==> config.mk <==
export PLATFORM = sky130hd
export DESIGN_NAME = led_mux_scanner
export DESIGN_NICKNAME = d
export VERILOG_FILES = /design/src/rtl/dm_pkg.sv /design/src/rtl/dm_regs.sv /design/src/rtl/dm_timebase.sv /design/src/rtl/dm_segmap.sv /design/src/rtl/led_mux_scanner.sv
export SDC_FILE = /design/constraint.sdc
export NUM_CORES = 1
export LEC_CHECK = 0
export ABC_AREA = 1
export BUFFER_PORTS_ARGS = -buffer_cell sky130_fd_sc_hd__buf_2
export CORE_ASPECT_RATIO = 2
export CORE_MARGIN = 2
export CORE_UTILIZATION = 35
export CTS_BUF_LIST = sky130_fd_sc_hd__clkbuf_8
export DETAILED_ROUTE_END_ITERATION = 10
export GPL_TIMING_DRIVEN = 0
export PLACE_DENSITY_LB_ADDON = 0.2
export SYNTH_ARGS = -nofsm -noshare
export SYNTH_HDL_FRONTEND = slang
export SYNTH_SLANG_ARGS = --single-unit
==> constraint.sdc <==
create_clock -name clk -period 2.95 [get_ports clk]
set_input_delay 0.1475 -clock clk [delete_from_list [all_inputs] [get_ports clk]]
set_output_delay 0.1475 -clock clk [all_outputs]
set_load 0.05 [all_outputs]
==> src/rtl/dm_pkg.sv <==
package dm_pkg;
  localparam int SEG_LANES = 9;

  localparam logic [3:0] A_DECODE = 4'h0;
  localparam logic [3:0] A_BRIGHT = 4'h1;
  localparam logic [3:0] A_LIMIT  = 4'h2;
  localparam logic [3:0] A_CFG    = 4'h3;
  localparam logic [3:0] A_TEST   = 4'h4;
  localparam logic [3:0] A_DIG0   = 4'h8;
  localparam logic [3:0] A_LANES  = 4'hC;

  // glyph bits: [0]=a .. [6]=g
  function automatic logic [6:0] hex_glyph(input logic [3:0] v);
    logic [6:0] g;
    case (v)
      4'h0: g = 7'h3F; 4'h1: g = 7'h06; 4'h2: g = 7'h5B; 4'h3: g = 7'h4F;
      4'h4: g = 7'h66; 4'h5: g = 7'h6D; 4'h6: g = 7'h7D; 4'h7: g = 7'h07;
      4'h8: g = 7'h7F; 4'h9: g = 7'h6F; 4'hA: g = 7'h77; 4'hB: g = 7'h7C;
      4'hC: g = 7'h39; 4'hD: g = 7'h5E; 4'hE: g = 7'h79; default: g = 7'h71;
    endcase
    return g;
  endfunction
endpackage

==> src/rtl/dm_regs.sv <==
module dm_regs
  import dm_pkg::*;
#(
  parameter int DIGITS = 4,
  parameter int SW     = 2,
  parameter int TW     = 6
) (
  input  logic                   clk,
  input  logic                   rst,
  input  logic                   wr_en,
  input  logic [3:0]             wr_addr,
  input  logic [7:0]             wr_data,
  output logic [DIGITS-1:0]      decode,
  output logic [TW-1:0]          intensity,
  output logic [SW-1:0]          limit,
  output logic                   run,
  output logic                   test,
  output logic [DIGITS-1:0][7:0] digits,
  output logic [2*DIGITS-1:0]    lanes
);

  always_ff @(posedge clk) begin
    if (rst) begin
      decode    <= '0;
      intensity <= TW'(3);
      limit     <= SW'(DIGITS-1);
      run       <= 1'b0;
      test      <= 1'b0;
      digits    <= '0;
      lanes     <= '0;
    end else if (wr_en) begin
      case (wr_addr)
        A_DECODE: decode    <= wr_data[DIGITS-1:0];
        A_BRIGHT: intensity <= wr_data[TW-1:0];
        A_LIMIT:  limit     <= wr_data[SW-1:0];
        A_CFG: begin
          run <= wr_data[0];
          if (wr_data[1]) begin
            digits <= '0;
            lanes  <= '0;
          end
        end
        A_TEST:   test      <= wr_data[0];
        A_LANES:  lanes     <= wr_data[2*DIGITS-1:0];
        default: begin
          for (int k = 0; k < DIGITS; k++)
            if (wr_addr == A_DIG0 + 4'(k)) digits[k] <= wr_data;
        end
      endcase
    end
  end

  // a clear command empties all display data on the next edge
  a_r9_clear_zero: assert property (@(posedge clk) disable iff (rst)
    (wr_en && wr_addr == A_CFG && wr_data[1]) |=> (digits == '0 && lanes == '0));

endmodule

==> src/rtl/dm_timebase.sv <==
module dm_timebase #(
  parameter int DIGITS    = 4,
  parameter int PWM_STEPS = 64,
  parameter int TICK_DIV  = 250,
  localparam int SW = $clog2(DIGITS),
  localparam int TW = $clog2(PWM_STEPS),
  localparam int PW = (TICK_DIV > 1) ? $clog2(TICK_DIV) : 1
) (
  input  logic          clk,
  input  logic          rst,
  input  logic [SW-1:0] limit,
  output logic [TW-1:0] tick,
  output logic [SW-1:0] slot
);

  logic [PW-1:0] pre;
  logic          tick_en;
  logic          slot_end;

  assign tick_en  = (pre == PW'(TICK_DIV-1));
  assign slot_end = tick_en && (tick == TW'(PWM_STEPS-1));

  always_ff @(posedge clk) begin
    if (rst) begin
      pre  <= '0;
      tick <= '0;
      slot <= '0;
    end else if (tick_en) begin
      pre  <= '0;
      tick <= tick + TW'(1);
      if (slot_end) slot <= (slot >= limit) ? '0 : slot + SW'(1);
    end else begin
      pre <= pre + PW'(1);
    end
  end

  // the tick counter steps by one on each prescaler tick
  a_r2_tick_step: assert property (@(posedge clk) disable iff (rst)
    tick_en |=> tick == TW'($past(tick) + TW'(1)));

  // the frame restarts at digit 0 after the last scanned digit
  a_r4_wrap_zero: assert property (@(posedge clk) disable iff (rst)
    (slot_end && slot >= limit) |=> slot == '0);

endmodule

==> src/rtl/dm_segmap.sv <==
module dm_segmap
  import dm_pkg::*;
#(
  parameter int DIGITS = 4,
  parameter int SW     = 2
) (
  input  logic [DIGITS-1:0]        decode,
  input  logic [DIGITS-1:0][7:0]   digits,
  input  logic [2*DIGITS-1:0]      lanes,
  input  logic [SW-1:0]            slot,
  output logic [SEG_LANES-1:0]     pattern
);

  logic [SEG_LANES-1:0] pat [DIGITS];

  for (genvar k = 0; k < DIGITS; k++) begin : g_digit
    always_comb begin
      pat[k][6:0] = decode[k] ? hex_glyph(digits[k][3:0]) : digits[k][6:0];
      pat[k][7]   = lanes[k];
      pat[k][8]   = lanes[k+DIGITS];
    end
  end

  assign pattern = pat[slot];

endmodule

==> src/rtl/led_mux_scanner.sv <==
module led_mux_scanner
  import dm_pkg::*;
#(
  parameter int DIGITS    = 4,
  parameter int PWM_STEPS = 64,
  parameter int TICK_DIV  = 250,
  parameter int TEST_ON   = 28,
  localparam int SW = $clog2(DIGITS),
  localparam int TW = $clog2(PWM_STEPS)
) (
  input  logic                 clk,
  input  logic                 rst,
  input  logic                 wr_en,
  input  logic [3:0]           wr_addr,
  input  logic [7:0]           wr_data,
  output logic [DIGITS-1:0]    dig_n,
  output logic [SEG_LANES-1:0] seg_en,
  output logic [SW-1:0]        slot_idx,
  output logic                 key_win
);

  logic [DIGITS-1:0]      decode;
  logic [TW-1:0]          intensity;
  logic [SW-1:0]          limit;
  logic                   run;
  logic                   test;
  logic [DIGITS-1:0][7:0] digits;
  logic [2*DIGITS-1:0]    lanes;
  logic [TW-1:0]          tick;
  logic [SW-1:0]          slot;
  logic [SEG_LANES-1:0]   pattern;
  logic [TW:0]            on_ticks;
  logic                   lit;

  dm_regs #(.DIGITS(DIGITS), .SW(SW), .TW(TW)) u_regs (
    .clk(clk), .rst(rst), .wr_en(wr_en), .wr_addr(wr_addr), .wr_data(wr_data),
    .decode(decode), .intensity(intensity), .limit(limit), .run(run),
    .test(test), .digits(digits), .lanes(lanes)
  );

  dm_timebase #(.DIGITS(DIGITS), .PWM_STEPS(PWM_STEPS), .TICK_DIV(TICK_DIV)) u_tb (
    .clk(clk), .rst(rst), .limit(limit), .tick(tick), .slot(slot)
  );

  dm_segmap #(.DIGITS(DIGITS), .SW(SW)) u_map (
    .decode(decode), .digits(digits), .lanes(lanes), .slot(slot), .pattern(pattern)
  );

  always_comb begin
    if (test)                on_ticks = (TW+1)'(TEST_ON);
    else if (intensity == '1) on_ticks = (TW+1)'(PWM_STEPS-1);
    else                     on_ticks = {1'b0, intensity} + (TW+1)'(1);
  end

  assign lit = (run || test) && (tick != '0) && ({1'b0, tick} <= on_ticks);

  always_ff @(posedge clk) begin
    if (rst) begin
      dig_n    <= '1;
      seg_en   <= '0;
      slot_idx <= '0;
      key_win  <= 1'b0;
    end else begin
      slot_idx <= slot;
      key_win  <= lit;
      dig_n    <= lit ? ~(DIGITS'(1) << slot) : '1;
      seg_en   <= lit ? (test ? '1 : pattern) : '0;
    end
  end

  // never more than one digit strobe low
  a_r2_one_digit: assert property (@(posedge clk) disable iff (rst)
    $onehot0(~dig_n));

  // the first tick of a slot releases every output
  a_r3_blank_tick: assert property (@(posedge clk) disable iff (rst)
    (tick == '0) |=> (dig_n == '1 && seg_en == '0));

  // shutdown without test keeps the display dark
  a_r8_dark: assert property (@(posedge clk) disable iff (rst)
    (!run && !test) |=> (dig_n == '1 && seg_en == '0));

  // segments are never driven while all digits are released
  a_r11_seg_idle: assert property (@(posedge clk) disable iff (rst)
    (seg_en != '0) |-> (dig_n != '1 && key_win));

endmodule

---- Word-level counts from Yosys, hierarchy flattened ----
Memories as Yosys holds them, arrays and structs flattened. A register that Yosys moved wholly into a read port is not among the register bits.
Cells that the tools add are included.
Widths: inputs -> output; s select.
cells by class
  shift-type cells ........................ 1
  reduce and logical (&&, ||, !) cells .... 25
  bitwise operators ....................... 4
  $lt $le $gt $ge ......................... 3
  muxes and demuxes ....................... 27
  equality and inequality tests ........... 13
  divide/modulo/power cells ............... 0
  multiply operators ...................... 0
  $add $sub $neg .......................... 4
operator list
  kind                 number
  $pmux 31 s2          1
  $mux 7               7
  $mux 4               8
  $mux 8               4
  $mux 31              1
  $mux 9               3
  $eq 4x4->1 const B   5
  $bmux 9 s2           1
  $pmux 8 s2           1
  $reduce_and 4->1     4
  $eq 6x6->1 const B   2
  $reduce_and 2->1     6
  $reduce_bool 2->1    5
  $add 8x1->8 const B  1
  $eq 4x2->1 const B   2
  $eq 8x8->1 const B   1
  $add 6x1->7 const B  1
  $le 6x7->1           1
  $add 6x1->6 const B  1
  $reduce_bool 6->1    1
  $reduce_or 5->1      1
  $eq 4x1->1 const B   1
  $eq 4x3->1 const B   1
  $logic_not 4->1      1
  13 further kinds     17
word-level totals
  bits of input ports ..................... 15
  bits in read-only memories .............. 448
  logic and storage cells ................. 98
  register bits after elaboration ......... 82
  bits in writable memories ............... 0
  memories kept ........................... 4
  bits in latches ......................... 0
  output and inout port bits .............. 16
memories
  name             words  bits a word  read ports  clocked after memory_dff  wr ports  line          text
  (no name shown)  16     7            1           1                         0         dm_pkg.sv:15  case (v)
  (no name shown)  16     7            1           1                         0         dm_pkg.sv:15
  (no name shown)  16     7            1           1                         0         dm_pkg.sv:15
  (no name shown)  16     7            1           1                         0         dm_pkg.sv:15

---- Logic depth before layout (Yosys ltp) ----
  depth after elaboration ................. 7
  gate-level depth with buffers ........... 16
  gate-level depth less buffers ........... 16

---- Cells and area by module ----
Synthesis repeated with hierarchy kept, for this count alone.
second synthesis, totals
  cell total of the unflattened synthesis .. 822
  area, all modules ....................... 5,371.4 um^2
modules (own cells, without submodules)
  module           area each (um^2)  cells an instance  times used  sequential area each (um^2)
  dm_regs          2,220.9           299                1           1,081.0
  dm_segmap        1,572.8           313                1           0.0
  dm_timebase      815.8             110                1           320.3
  led_mux_scanner  762.0             100                1           320.3

---- Worst setup path before layout ----
Ideal clock, no wire load.
  path type ............................... register to register
  start point ............................. reg u_regs.intensity[0]
  end point ............................... reg dig_n[0]
  buffers on the path ..................... 0
  library setup time ...................... 0.118 ns
  clock period less this slack ............ 2.045 ns
  arrival time ............................ 1.927 ns
  cell stages (with the launch flop) ...... 16
  path slack .............................. 0.905 ns
  data required time ...................... 2.832 ns
  cells stage by stage .................... dfxtp_1 > ha_1 > nand3_1 > nor2_1 > inv_1 > nand2_1 > nor2_1 > ha_1 > a21oi_1 > o21ai_0 > nand2_1 > nand3_1 > nand2_1 > nand2_1 > inv_1 > nand2_1
between the ends
  longest elaborated chain between the ends .. 7
ends and longest elaborated chain
  what                                              line                                          text
  start: declaration                                dm_regs.sv:14                                 output logic [TW-1:0] intensity,
  start signal: assignment                          dm_regs.sv:34                                 A_BRIGHT: intensity <= wr_data[TW-1:0];
  $add 6x1->7 / $eq 6x6->1 (equally long branches)  led_mux_scanner.sv:52, led_mux_scanner.sv:51
  $mux 7 *                                          led_mux_scanner.sv:51                         else if (intensity == '1) on_ticks = (TW+1)'(PWM_STEPS-1);
  $mux 7 *                                          led_mux_scanner.sv:50                         if (test) on_ticks = (TW+1)'(TEST_ON);
  $le 6x7->1 *                                      led_mux_scanner.sv:55                         assign lit = (run || test) && (tick != '0) && ({1'b0, tick} <= on_ticks);
  $logic_and 1x1->1 *                               led_mux_scanner.sv:55
  $not 1->1 (no source line) *                      --
  $reduce_or 2->1 (no source line) *                --
  end signal: assignment                            led_mux_scanner.sv:66                         dig_n <= lit ? ~(DIGITS'(1) << slot) : '1;
  end: declaration                                  led_mux_scanner.sv:16                         output logic [DIGITS-1:0] dig_n,
Every way passes the cells marked *; elsewhere a longest branch is shown, timed or not.
A chain may end at the register's enable or synchronous reset.

---- Final worst setup path ----
  start point ............................. reg u_regs.test
  end point ............................... reg dig_n[3]
between the ends
  longest elaborated chain between the ends .. 5
ends and longest elaborated chain
  what                                                    line                                          text
  start: declaration                                      dm_regs.sv:17                                 output logic test,
  start signal: assignment                                dm_regs.sv:43                                 A_TEST: test <= wr_data[0];
  $mux 7 / $logic_or 1x1->1 (equally long branches)       led_mux_scanner.sv:50, led_mux_scanner.sv:55
  $le 6x7->1 / $logic_and 1x1->1 (equally long branches)  led_mux_scanner.sv:55
  $logic_and 1x1->1 *                                     led_mux_scanner.sv:55
  $not 1->1 (no source line) *                            --
  $reduce_or 2->1 (no source line) *                      --
Marked as above.

==> results.tsv <==
metric	value	unit
synth_fp_nets	864	
netlist_area	5840	um2
fp.coreArea	16300	um2
ant_nets	0	
synthTopCellsByArea	dfxtp_1, nand2_1, ha_1	
crit_fanout	10	
finalSetupViolCount	0	
min_path_cells	3	
crit_slowest_cell	dfxtp_1	
totalNegativeSetupSlack	0	ns
synth_top_area_share	0.377	
diodes	0	
antenna_found_initial	0	
grt_pass1_wl	25700	um
final_area	6440	um2
min_path_type	in -> reg	
path_cells	clkinv_1, nand2_1, nor2_1, ha_1, a21oi_1, o21ai_0, nand2_1, nand3_1, nand2_1, nand2_1, inv_1, nand2_1	
postCtsSetupBuffers	0	
yosysSeqAreaShare	0.377	
cts_made_buffers	9	
rows	66	
boundaryPins	31	
cts_sinks	110	
post-route-drc-count	0	
fin_crit	2.67	ns
max-vdd-ir-drop	0.000191	V
grt.busiest_layer	met2	
clk_latency	0.39	ns
gr-usage-met2	0.367	
reg2reg_to	dig_n[3]	
p_total	2810	uW
slowest_delay	0.52	ns
outcome	complete, no violations	
grt_max_degree	19	
place_area	6240	um2
ys_seq_elements	110	
synth-edff-count	0	
finClkSkew	0.0158	ns
vias	5267	
cp-start-kind	flop	
drt_wl_total	16700	um
crit_arrival	2.95	ns
firstDrtPassIters	6	
drv_slew	0	
r2r_cells	12	
synth_common_cells	nand2_1, dfxtp_1, inv_1	
r2r-start	u_regs.test	
hold_ws	0.0133	ns
cts_tree	built	
synth_top_area_cell	dfxtp_1	
wire_per_inst	15.9	um
place_hpwl	13300	um
cp-end-kind	flop	
die_height	187	um
overflow	0	
drive_above_1_share	0.119	
final_hold_viol_count	0	
met1_usage	0.186	
yosysMostFrequentCell	nand2_1	
cap_violations	0	
routed_via_density	5.00	
dieArea	17800	um2
synth_cells	804	
clkTransAtPathRegs	0.10	ns
portBuffers	28	
regToRegSetupSlack	0.28	ns
drtIter0Drc	300	
die_width	95.4	um
max_freq	375	MHz
area_growth_syn_to_layout	10.3	%
htreeDepth	3	
relSlewSlack	0.387	
ys_async_sr_fraction	0	
setup_ws	0.281	ns
synthFlopType	dfxtp_1	
finalCritPeriodShare	0.905	
critPathKind	reg -> reg	
gp_congestion	0.843	
use_met3	0.0238	
nets	904	
start_util	0.359	
cp_common_cell	nand2_1	
grt_use_total	0.191	
grt_pass1_vias	4889	
power_leakage	0.00276	uW
syn_area_per_cell	7.27	um2
worstMarginPinSlew	0.912	ns
power_density	436	nW/um2
synth_cell_types	44	
rsz0062_at_grt	no	
required	3.23	ns
place_ws	0.227	ns
min_to	u_regs.lanes[4]	
worstHoldStart	wr_data[4]	
root_buffer	clkbuf_8	
yosys_warnings	0	
cts_max_path_buffers	2	
## routing by layer
layer,share of wire,routed length [um]
met2,0.56,9380
met5,0,0
met4,0.056,935
met1,0.36,5980
met3,0.025,420
## power by group
part / leakage (uW) / total (uW) / switching (uW) / internal [uW]
Sequential: 0.000895 / 1570 / 25.6 / 1540
Combinational: 0.00176 / 313 / 219 / 94.8
Clock: 0.0000974 / 929 / 534 / 394
Total: 0.00276 / 2810 / 779 / 2030
## area by class of cell
type,instances,area (um2)
Timing Repair Buffer,29,150
Clock buffer,9,124
Tap cell,204,255
Multi-Input combinational cell,578,3180
Inverter,98,372
Clock inverter,7,71.3
Sequential cell,110,2200
Buffer,18,87.6
Fill cell,1733,9820
## worst max-delay path by stage
stage | startpoint | cells past startpoint | slack, ns | to
6_report | u_regs.test | 12 | 0.28 | dig_n[3]
2_1_floorplan | u_regs.intensity[0] | 15 | 0.91 | dig_n[0]
4_1_cts | u_regs.test | 12 | 0.22 | dig_n[1]
5_1_grt | u_regs.test | 12 | 0.06 | dig_n[2]
3_5_place_dp | u_regs.test | 12 | 0.23 | dig_n[1]
3_3_place_gp | u_regs.test | 12 | 0.24 | dig_n[3]
## cells in the final DEF (no fill, tap or decap), drive strengths merged, types with 2 or more instances in the layout
master / instances
inv: 96
clkinv: 6
nor2: 84
clkinvlp: 2
clkbuf: 20
o211ai: 12
nor3: 6
xor2: 3
a21oi: 44
a31oi: 6
xnor2: 2
nor4: 2
nand4: 10
o21ai: 60
buf: 35
ha: 45
nand2: 210
o22ai: 4
nand3: 82
dfxtp: 110
## cell families (layout without fill, tap and decap cells)
group	Yosys count	after routing	share of synthesized area
AND/OR/NAND/NOR	398	398	0.317
AO/OA/AOI/OAI	130	130	0.124
buffers and inverters	116	161	0.0786
flip-flops	110	110	0.377
adder cells (fa/ha/maj)	45	45	0.0963
XOR/XNOR	5	5	0.00749
## per-stage QoR
stage	utilization	cells
finish	0.396	1053
global placement	0.384	1036
CTS	0.396	1053
global route	0.396	1053
floorplan	-	804
detailed placement	0.384	1036
## timing repair
item                                   4_1_cts  5_1_grt
hold buffers                                 1        0
resized for setup                            0        0
endpoints found under the hold margin        1        0
## critical path: cells and delay by family, from the launching register on
kind | cells | cell delay, ns
simple gates | 7 | 0.86
fa+ha+maj | 1 | 0.31
flops | 1 | 0.52
compound gates | 2 | 0.23
buf+inv | 2 | 0.66
No activity file was read; power rests on OpenSTA's default activity.
